--- src/rtl/spi_dual_pkg.sv ---
package spi_dual_pkg;

    typedef enum logic [3:0] {
        PM_FAST     = 4'b0000,
        PM_MID      = 4'b0001,
        PM_SLOW     = 4'b0010,
        PM_SLV_SEL  = 4'b0100,
        PM_SLV_FREE = 4'b0101
    } port_mode_e;

    typedef struct packed {
        logic       wcol;
        logic       ovf;
        logic       en;
        logic       cpol;
        port_mode_e mode;
    } ctrl_t;

    typedef struct packed {
        logic smp;
        logic cke;
    } timing_t;

    function automatic logic is_master(input port_mode_e m);
        return (m == PM_FAST) || (m == PM_MID) || (m == PM_SLOW);
    endfunction

    function automatic logic is_slave(input port_mode_e m);
        return (m == PM_SLV_SEL) || (m == PM_SLV_FREE);
    endfunction

    function automatic int max3(input int a, input int b, input int c);
        int m;
        m = (a > b) ? a : b;
        return (m > c) ? m : c;
    endfunction

endpackage

--- src/rtl/spi_master_seq.sv ---
module spi_master_seq #(
    parameter int W  = 8,
    parameter int CW = 6
) (
    input  logic          clk,
    input  logic          rst,
    input  logic          run,
    input  logic          start,
    input  logic          freeze,
    input  logic [CW-1:0] half_len,
    output logic          busy,
    output logic          second_half,
    output logic          mid_tick,
    output logic          end_tick,
    output logic          last_tick
);
    localparam int BW = (W > 1) ? $clog2(W) : 1;

    logic [CW-1:0] cnt;
    logic [BW-1:0] bidx;
    logic          step;
    logic          wrap;

    assign step      = busy && run && !freeze;
    assign wrap      = step && (cnt == half_len - CW'(1));
    assign mid_tick  = wrap && !second_half;
    assign end_tick  = wrap && second_half;
    assign last_tick = end_tick && (bidx == BW'(W - 1));

    always_ff @(posedge clk) begin
        if (rst || !run) begin
            busy        <= 1'b0;
            cnt         <= '0;
            second_half <= 1'b0;
            bidx        <= '0;
        end else if (start && !busy) begin
            busy        <= 1'b1;
            cnt         <= '0;
            second_half <= 1'b0;
            bidx        <= '0;
        end else if (step) begin
            if (wrap) begin
                cnt         <= '0;
                second_half <= !second_half;
                if (second_half) begin
                    bidx <= bidx + BW'(1);
                    if (last_tick) busy <= 1'b0;
                end
            end else begin
                cnt <= cnt + CW'(1);
            end
        end
    end
endmodule

--- src/rtl/spi_slave_edge.sv ---
module spi_slave_edge #(
    parameter int W = 8
) (
    input  logic clk,
    input  logic rst,
    input  logic run,
    input  logic use_ss,
    input  logic ss_n,
    input  logic sck,
    input  logic cpol,
    input  logic cke,
    output logic sample_tick,
    output logic last_tick,
    output logic mid_byte
);
    localparam int BW = (W > 1) ? $clog2(W) : 1;

    logic          sck_q;
    logic [BW-1:0] cnt;
    logic          selected;
    logic          lead;
    logic          trail;

    assign selected    = !use_ss || !ss_n;
    assign lead        = (sck_q == cpol) && (sck != cpol);
    assign trail       = (sck_q != cpol) && (sck == cpol);
    assign sample_tick = run && selected && (cke ? lead : trail);
    assign last_tick   = sample_tick && (cnt == BW'(W - 1));
    assign mid_byte    = (cnt != '0);

    always_ff @(posedge clk) begin
        if (rst) begin
            sck_q <= 1'b0;
            cnt   <= '0;
        end else begin
            sck_q <= sck;
            if (!run || !selected) begin
                cnt <= '0;
            end else if (sample_tick) begin
                cnt <= last_tick ? '0 : cnt + BW'(1);
            end
        end
    end
endmodule

--- src/rtl/spi_dual_port.sv ---
module spi_dual_port
    import spi_dual_pkg::*;
#(
    parameter int W        = 8,
    parameter int DIV_FAST = 4,
    parameter int DIV_MID  = 16,
    parameter int DIV_SLOW = 64
) (
    input  logic         clk,
    input  logic         rst,
    input  logic         hold_i,
    input  logic         ctrl_we,
    input  logic [7:0]   ctrl_wdata,
    input  logic         stat_we,
    input  logic [1:0]   stat_wdata,
    input  logic         buf_we,
    input  logic [W-1:0] buf_wdata,
    input  logic         buf_re,
    input  logic         irq_en,
    input  logic         irq_clr,
    output logic [7:0]   ctrl_q,
    output logic [7:0]   stat_q,
    output logic [W-1:0] buf_q,
    output logic         irq_flag,
    output logic         wake_o,
    output logic         sck_o,
    input  logic         sck_i,
    input  logic         ss_n_i,
    input  logic         sdi,
    output logic         sdo
);
    localparam int DIV_MAX = max3(DIV_FAST, DIV_MID, DIV_SLOW);
    localparam int CW      = $clog2(DIV_MAX / 2 + 1);

    ctrl_t          ctrl;
    timing_t        tim;
    logic [W-1:0]   shreg;
    logic [W-1:0]   rbuf;
    logic           full;
    logic           irq;
    logic           samp;

    logic           master_on;
    logic           slave_on;
    logic [CW-1:0]  half_len;
    logic           m_busy, m_second, m_mid, m_end, m_last;
    logic           s_sample, s_last, s_mid;
    logic           busy_any;
    logic           collide;
    logic           load;
    logic           done;
    logic           m_bit;
    logic [W-1:0]   next_byte;

    assign master_on = ctrl.en && is_master(ctrl.mode);
    assign slave_on  = ctrl.en && is_slave(ctrl.mode);

    always_comb begin
        case (ctrl.mode)
            PM_MID:  half_len = CW'(DIV_MID / 2);
            PM_SLOW: half_len = CW'(DIV_SLOW / 2);
            default: half_len = CW'(DIV_FAST / 2);
        endcase
    end

    assign busy_any  = m_busy || s_mid;
    assign collide   = buf_we && busy_any;
    assign load      = buf_we && !busy_any;
    assign done      = m_last || s_last;
    assign m_bit     = tim.smp ? sdi : samp;
    assign next_byte = {shreg[W-2:0], (m_end ? m_bit : sdi)};

    spi_master_seq #(.W(W), .CW(CW)) u_mseq (
        .clk         (clk),
        .rst         (rst),
        .run         (master_on),
        .start       (load && master_on),
        .freeze      (hold_i),
        .half_len    (half_len),
        .busy        (m_busy),
        .second_half (m_second),
        .mid_tick    (m_mid),
        .end_tick    (m_end),
        .last_tick   (m_last)
    );

    spi_slave_edge #(.W(W)) u_sedge (
        .clk         (clk),
        .rst         (rst),
        .run         (slave_on),
        .use_ss      (ctrl.mode == PM_SLV_SEL),
        .ss_n        (ss_n_i),
        .sck         (sck_i),
        .cpol        (ctrl.cpol),
        .cke         (tim.cke),
        .sample_tick (s_sample),
        .last_tick   (s_last),
        .mid_byte    (s_mid)
    );

    always_ff @(posedge clk) begin
        if (rst) begin
            ctrl  <= '0;
            tim   <= '0;
            shreg <= '0;
            rbuf  <= '0;
            full  <= 1'b0;
            irq   <= 1'b0;
            samp  <= 1'b0;
        end else begin
            if (ctrl_we) ctrl <= ctrl_t'(ctrl_wdata);
            if (collide) ctrl.wcol <= 1'b1;
            if (done && full) ctrl.ovf <= 1'b1;

            if (stat_we) tim <= timing_t'(stat_wdata);

            if (m_mid && !tim.smp) samp <= sdi;

            if (load) shreg <= buf_wdata;
            else if (m_end || s_sample) shreg <= next_byte;

            if (buf_re) full <= 1'b0;
            if (done && !full) begin
                rbuf <= next_byte;
                full <= 1'b1;
            end

            if (irq_clr) irq <= 1'b0;
            if (done) irq <= 1'b1;
        end
    end

    assign sck_o    = ctrl.cpol ^ (master_on && m_busy && (tim.cke ? m_second : !m_second));
    assign sdo      = shreg[W-1];
    assign ctrl_q   = ctrl;
    assign stat_q   = {tim.smp, tim.cke, 5'b0, full};
    assign buf_q    = rbuf;
    assign irq_flag = irq;
    assign wake_o   = irq && irq_en;
endmodule

--- config.mk ---
export PLATFORM = sky130hd
export DESIGN_NAME = spi_dual_port
export DESIGN_NICKNAME = d
export VERILOG_FILES = /design/src/rtl/spi_dual_pkg.sv /design/src/rtl/spi_master_seq.sv /design/src/rtl/spi_slave_edge.sv /design/src/rtl/spi_dual_port.sv
export SDC_FILE = /design/constraint.sdc
export NUM_CORES = 1
export LEC_CHECK = 0
export CORE_UTILIZATION = 40
export DETAILED_ROUTE_END_ITERATION = 16
export GPL_TIMING_DRIVEN = 0
export PLACE_DENSITY = 0.7
export SLEW_MARGIN = 20
export SYNTH_ARGS = -nofsm -noshare
export SYNTH_HDL_FRONTEND = slang
export SYNTH_SLANG_ARGS = --single-unit
--- constraint.sdc ---
create_clock -name clk -period 3.4 [get_ports clk]
set_input_delay 0.68 -clock clk [delete_from_list [all_inputs] [get_ports clk]]
set_output_delay 0.68 -clock clk [all_outputs]
set_load 0.01 [all_outputs]
==> results of run 1 <==
registers in the layout (all words and copies together) (netlist names), 2 cells and up:
signal       cells
shreg            8
u_sedge.cnt      3
u_mseq.bidx      3
ctrl_q           8
buf_q            8
u_mseq.cnt       6
stat_q           2
layer usage:
layer  track usage  vias up  part of all wire
li1              -      972                 -
met1         0.248      872              0.49
met2         0.281       41              0.45
met3        0.0359        9             0.040
met4        0.0635        0             0.016
met5             0        -                 0
logic make-up (layout without fill, tap and decap cells):
logic type               after synthesis  count (layout)
AO/OA/AOI/OAI                         39              39
flip-flops                            44              44
XOR/XNOR                              11              11
other                                  1               5
multiplexers                          22              22
adder cells (fa/ha/maj)                6               6
AND/OR/NAND/NOR                      103             103
buffers and inverters                 20              79
critical path, cell delays in order (launching register included):
cell	delay, ns
dfxtp_1	0.39
nor4b_1	0.39
mux2_2	0.43
a2111oi_0	0.59
buf_2	0.34
nor3_1	0.07
a311oi_1	0.28
cell usage in the layout, fill, tap and decap left out, drive strengths merged, types with 5 or more instances in the layout:
cell           instances
nand2                 26
a21oi                 14
conb                   5
nand3                  6
nor3                   8
clkdlybuf4s50         51
dfxtp                 44
nand2b                22
ha                     6
mux2i                 19
nor2                  23
buf                    9
clkbuf                14
a311oi                 7
xnor2                  7
where the power goes:
| group | internal (W) | switching, W | total, W |
|---|---|---|---|
| Combinational | 0.0000800 | 0.0000582 | 0.000138 |
| Sequential | 0.000530 | 0.0000156 | 0.000546 |
| Clock | 0.000165 | 0.000179 | 0.000344 |
| Total | 0.000776 | 0.000253 | 0.00103 |
through the flow:
step / util / hold slack [ns]
finish: 0.557 / 0.460
global route: 0.557 / 0.483
CTS: 0.557 / 0.463
detailed placement: 0.539 / 0.452
global placement: 0.539 / 0.441
floorplan: - / 0.436
final cells by class:
cell class / count / area, um^2 / share of cell area
Buffer: 16 / 91.3 / 0.0315
Clock buffer: 7 / 86.3 / 0.0298
Clock inverter: 1 / 7.51 / 0.00259
Inverter: 4 / 15.0 / 0.00518
Multi-Input combinational cell: 186 / 1220 / 0.421
Sequential cell: 44 / 881 / 0.304
Tap cell: 70 / 87.6 / 0.0302
Timing Repair Buffer: 51 / 510 / 0.176
worst paths after layout:
check / start / endpoint / cells past startpoint
worst max-delay path: ctrl_q[0] / shreg[2] / 6
worst min-delay path: samp / samp / 2
worst max register to register: ctrl_q[0] / shreg[2] / 6
worst min register to register: samp / samp / 2
==> results.yml, run 1 <==
synthesis:
  synth_top_family_by_area: "simple AND/OR/NAND/NOR gates"
  postSynthCellCount: 246
  synth_simple_gate_area_frac: 0.241
  synth_top_area_cell: "dfxtp_1"
  synth_fa_ha_area_frac: 0.0342
  synth_xor_area_frac: 0.0439
  async_reset_ff_frac: 0
  synth-edff-count: 0
  synth_compound_area_frac: 0.126
  yosys-top-cells-area: "dfxtp_1 40%, mux2i_1 8.7%, nand2b_1 6.3%"
  netlist.area_leader.share: 0.402
  post-synth-top-count-cell: "dfxtp_1"
  yosysSeqAreaShare: 0.402
  post_synth_num_cell_types: 44
  synthTopCellsByCount: "44 x dfxtp_1, 26 x nand2_1, 23 x nor2_1"
  ys_warn_count: 0
  ys_ff_latch: 44
  muxShareOfSynthArea: 0.102
  syn_avg_cell_area_um2: 8.91
  netlist_area_mm2: 0.00219
  synthFlopType: "dfxtp_1"
place:
  dp_hpwl_um: 3780
  placed_cells: 371
  pre_cts_ws_ns: 0.509
  placed_area_mm2: 0.00281
  io_buffers: 51
  gp_congestion: 0.773
worst_setup_path:
  reg2reg_slack_ns: 0.83
  required_ns: 3.61
  worstSetupEndpointType: "register"
  cp_max_fo: 10
  start_kind: "register"
  criticalPathCategory: "reg -> reg"
  worstPathArrival_ns: 2.78
floorplan:
  die_w_um: 76.0
  placementRows: 26
  start_util: 0.421
  core_area_mm2: 0.00520
  die_area_mm2: 0.00578
  io-pin-count: 58
  fp.dieH_um: 76.0
clocking:
  clock-root-buffer: "clkbuf_8"
  clock_sinks: 44
  cts_resized: 0
  clock_path_buffers: 2
  cts_hold_buf: 0
  clock_latency_ns: 0.30
  clk_pin_slew_ns: 0.08
  cts_tree: "done"
  cts_buffers: 5
  htree_levels: 2
  post_cts_buffers: 0
layout:
  drive_above_1_share: 0.0744
  area_growth_pct: 32.2
  n_antenna_cell: 0
  num-nets-final: 344
  stdcell_count: 379
  fillers: 487
  final_cell_area_mm2: 0.00290
sta:
  setup_viol: 0
  hold_viol: 0
  fmax_ghz: 0.389
  period_share: 0.757
  setup_slack_ns: 0.826
  tns_ns: 0
  rsz0062_at_grt: "false"
  final_max_slew_viol_count: 0
  fin_crit_ns: 2.57
  worstMarginPinSlew_ns: 0.645
  skew_ns: 0.00837
  max-slew-margin-rel: 0.559
global_route:
  overflow: 0
  grt.total_usage: 0.180
  grt_pass1_wl_um: 8370
  grt_pass1_vias: 1735
  grt_start_max_net_pins: 14
  antenna_found_initial: 0
power:
  worst_ir_drop_vdd_v: 0.000186
  p_leak_nw: 1.06
  p_total_w: 0.00103
  powerDensity_mw_per_mm2: 355
detailed_routing:
  drc: 0
  vias: 1894
  drt_iter0_drc: 89
  wirelength_um: 5000
  drt-pass1-iter-count: 4
  drt-wirelength-per-cell_um: 13.2
  ant_nets: 0
  viasPerCell: 5.00
run_status:
  outcome: "complete, no violations"
flow_run:
  max_cap_viol_count: 0
worst_hold_path:
  hold_path_class: "reg -> reg"
No activity file was read; power rests on OpenSTA's default activity.
==> inputs of run 2 (changes only) <==
clock period = 2.5 ns   (was 3.4 ns; I/O delays follow)
==> results.yml, run 2 (synthesis gave the netlist of run 1 again) <==
sta:
  setup_viol: 0
  fmax_ghz: 0.432
  period_share: 0.925
  whs_ns: 0.460
  fin_crit_ns: 2.31
  hold_viol: 0
  final_max_slew_viol_count: 0
  max-slew-margin-rel: 0.588
  setup_slack_ns: 0.187
  skew_ns: 0.00713
  rsz0062_at_grt: "false"
  worstMarginPinSlew_ns: 0.615
  tns_ns: 0
clocking:
  clock_path_buffers: 2
  clk_pin_slew_ns: 0.08
  clock-root-buffer: "clkbuf_8"
  cts_hold_buf: 0
  clock_sinks: 44
  cts_tree: "done"
  clock_latency_ns: 0.30
  cts_buffers: 5
  htree_levels: 2
  post_cts_buffers: 0
worst_setup_path:
  worstRegToRegCells: 5
  cp_max_fo: 7
  worstPathArrival_ns: 2.48
  r2r_end: "shreg[0]"
  r2r-start: "ctrl_q[0]"
  reg2reg_slack_ns: 0.19
  required_ns: 2.67
  worstSetupEndpointType: "register"
  criticalPathCategory: "reg -> reg"
  start_kind: "register"
  crit_path_start: "ctrl_q[0]"
layout:
  area_growth_pct: 33.1
  final_common_cell: "clkdlybuf4s50_1"
  n_antenna_cell: 0
  utilization: 0.561
  final_cell_mix: "51 x clkdlybuf4s50_1, 44 x dfxtp_1, 26 x nand2_1, 23 x nor2_1, 22 x nand2b_1"
  num-nets-final: 343
  drive_above_1_share: 0.0812
  stdcell_count: 378
  fillers: 486
place:
  pre_cts_ws_ns: -0.211
  gp_congestion: 0.773
  placed_cells: 371
  dp_hpwl_um: 3780
  io_buffers: 51
floorplan:
  die_area_mm2: 0.00578
  start_util: 0.421
  die_w_um: 76.0
  io-pin-count: 58
  fp.dieH_um: 76.0
  core_area_mm2: 0.00520
  placementRows: 26
detailed_routing:
  vias: 1909
  ant_nets: 0
  viasPerCell: 5.05
  drt_iter0_drc: 80
  wirelength_um: 5030
  drc: 0
  drt-pass1-iter-count: 4
  drt-wirelength-per-cell_um: 13.3
global_route:
  grt.total_usage: 0.180
  overflow: 0
  grt_pass1_vias: 1732
  antenna_found_initial: 0
  grt_pass1_wl_um: 8360
  grt_start_max_net_pins: 14
power:
  seqPwrFrac: 0.530
  p_switching_w: 0.000346
  worst_ir_drop_vdd_v: 0.000252
  p_int_w: 0.00106
  p_leak_nw: 1.06
  powerDensity_mw_per_mm2: 480
  pwr-share-comb: 0.135
  swShare: 0.247
  clockPowerShare: 0.335
flow_run:
  max_cap_viol_count: 0
worst_hold_path:
  hold_end: "samp"
  hold_path_class: "reg -> reg"
  hold_depth: 2
  worstHoldStart: "samp"
run_status:
  outcome: "complete, no violations"
## run 2: changes by cell type in the layout (fill, tap and decap cells not counted), sizes merged
cell | previous run | this run
buf | 9 | 8
## run 2: timing repair
action / in CTS / in global routing
endpoints found under the setup margin: 6 / 15
gates cloned: 0 / 0
gates resized for setup: 1 / 4
## run 2: area by class of cell
| cell class | instances | area (um^2) | share of cell area |
|---|---|---|---|
| buffer | 15 | 90.1 | 0.0309 |
| clock buffer | 7 | 86.3 | 0.0296 |
| clock inverter | 1 | 7.51 | 0.00257 |
| inverter | 4 | 15.0 | 0.00515 |
| multi-input combinational | 186 | 1240 | 0.425 |
| sequential | 44 | 881 | 0.302 |
| tap | 70 | 87.6 | 0.0300 |
| timing repair buffer | 51 | 510 | 0.175 |
## run 2: how the worst max path moves through the flow
stage	endpoint	slack, ns	cells after the start
5_1_grt	shreg[2]	0.06	6
3_3_place_gp	shreg[2]	-0.12	6
6_report	shreg[0]	0.19	5
4_1_cts	shreg[2]	0.03	6
3_5_place_dp	shreg[2]	-0.21	6
2_1_floorplan	samp	0.33	5
## run 2: through the flow
step / instance area (um^2) / power, W
after floorplan: 2210 / 0.000852
after global placement: 2810 / 0.000945
after detailed placement: 2810 / 0.000947
after CTS: 2900 / 0.00141
after global routing: 2920 / 0.00147
final: 2920 / 0.00140
## run 2: power groups by stage
stage | clock network [W] | logic [W] | registers (W)
floorplan | 0 | 0.0000949 | 0.000757
global placement | 0 | 0.000186 | 0.000758
detailed placement | 0 | 0.000189 | 0.000758
CTS | 0.000480 | 0.000189 | 0.000742
global route | 0.000516 | 0.000205 | 0.000746
finish | 0.000469 | 0.000189 | 0.000743
## run 2: metal layers
metal | wire, um | vias up | share of wire | global-route usage
met5 | 0 | - | 0 | 0
met4 | 81 | 0 | 0.016 | 0.0635
met3 | 160 | 8 | 0.032 | 0.0359
met2 | 2320 | 33 | 0.46 | 0.281
met1 | 2470 | 896 | 0.49 | 0.247
li1 | - | 972 | - | -
## run 2: worst max-delay path, stage by stage (launching register included)
cell	delay, ns
dfxtp_1	0.39
nor4b_2	0.32
mux2_2	0.42
a2111oi_0	0.51
mux2i_1	0.39
o22ai_1	0.14
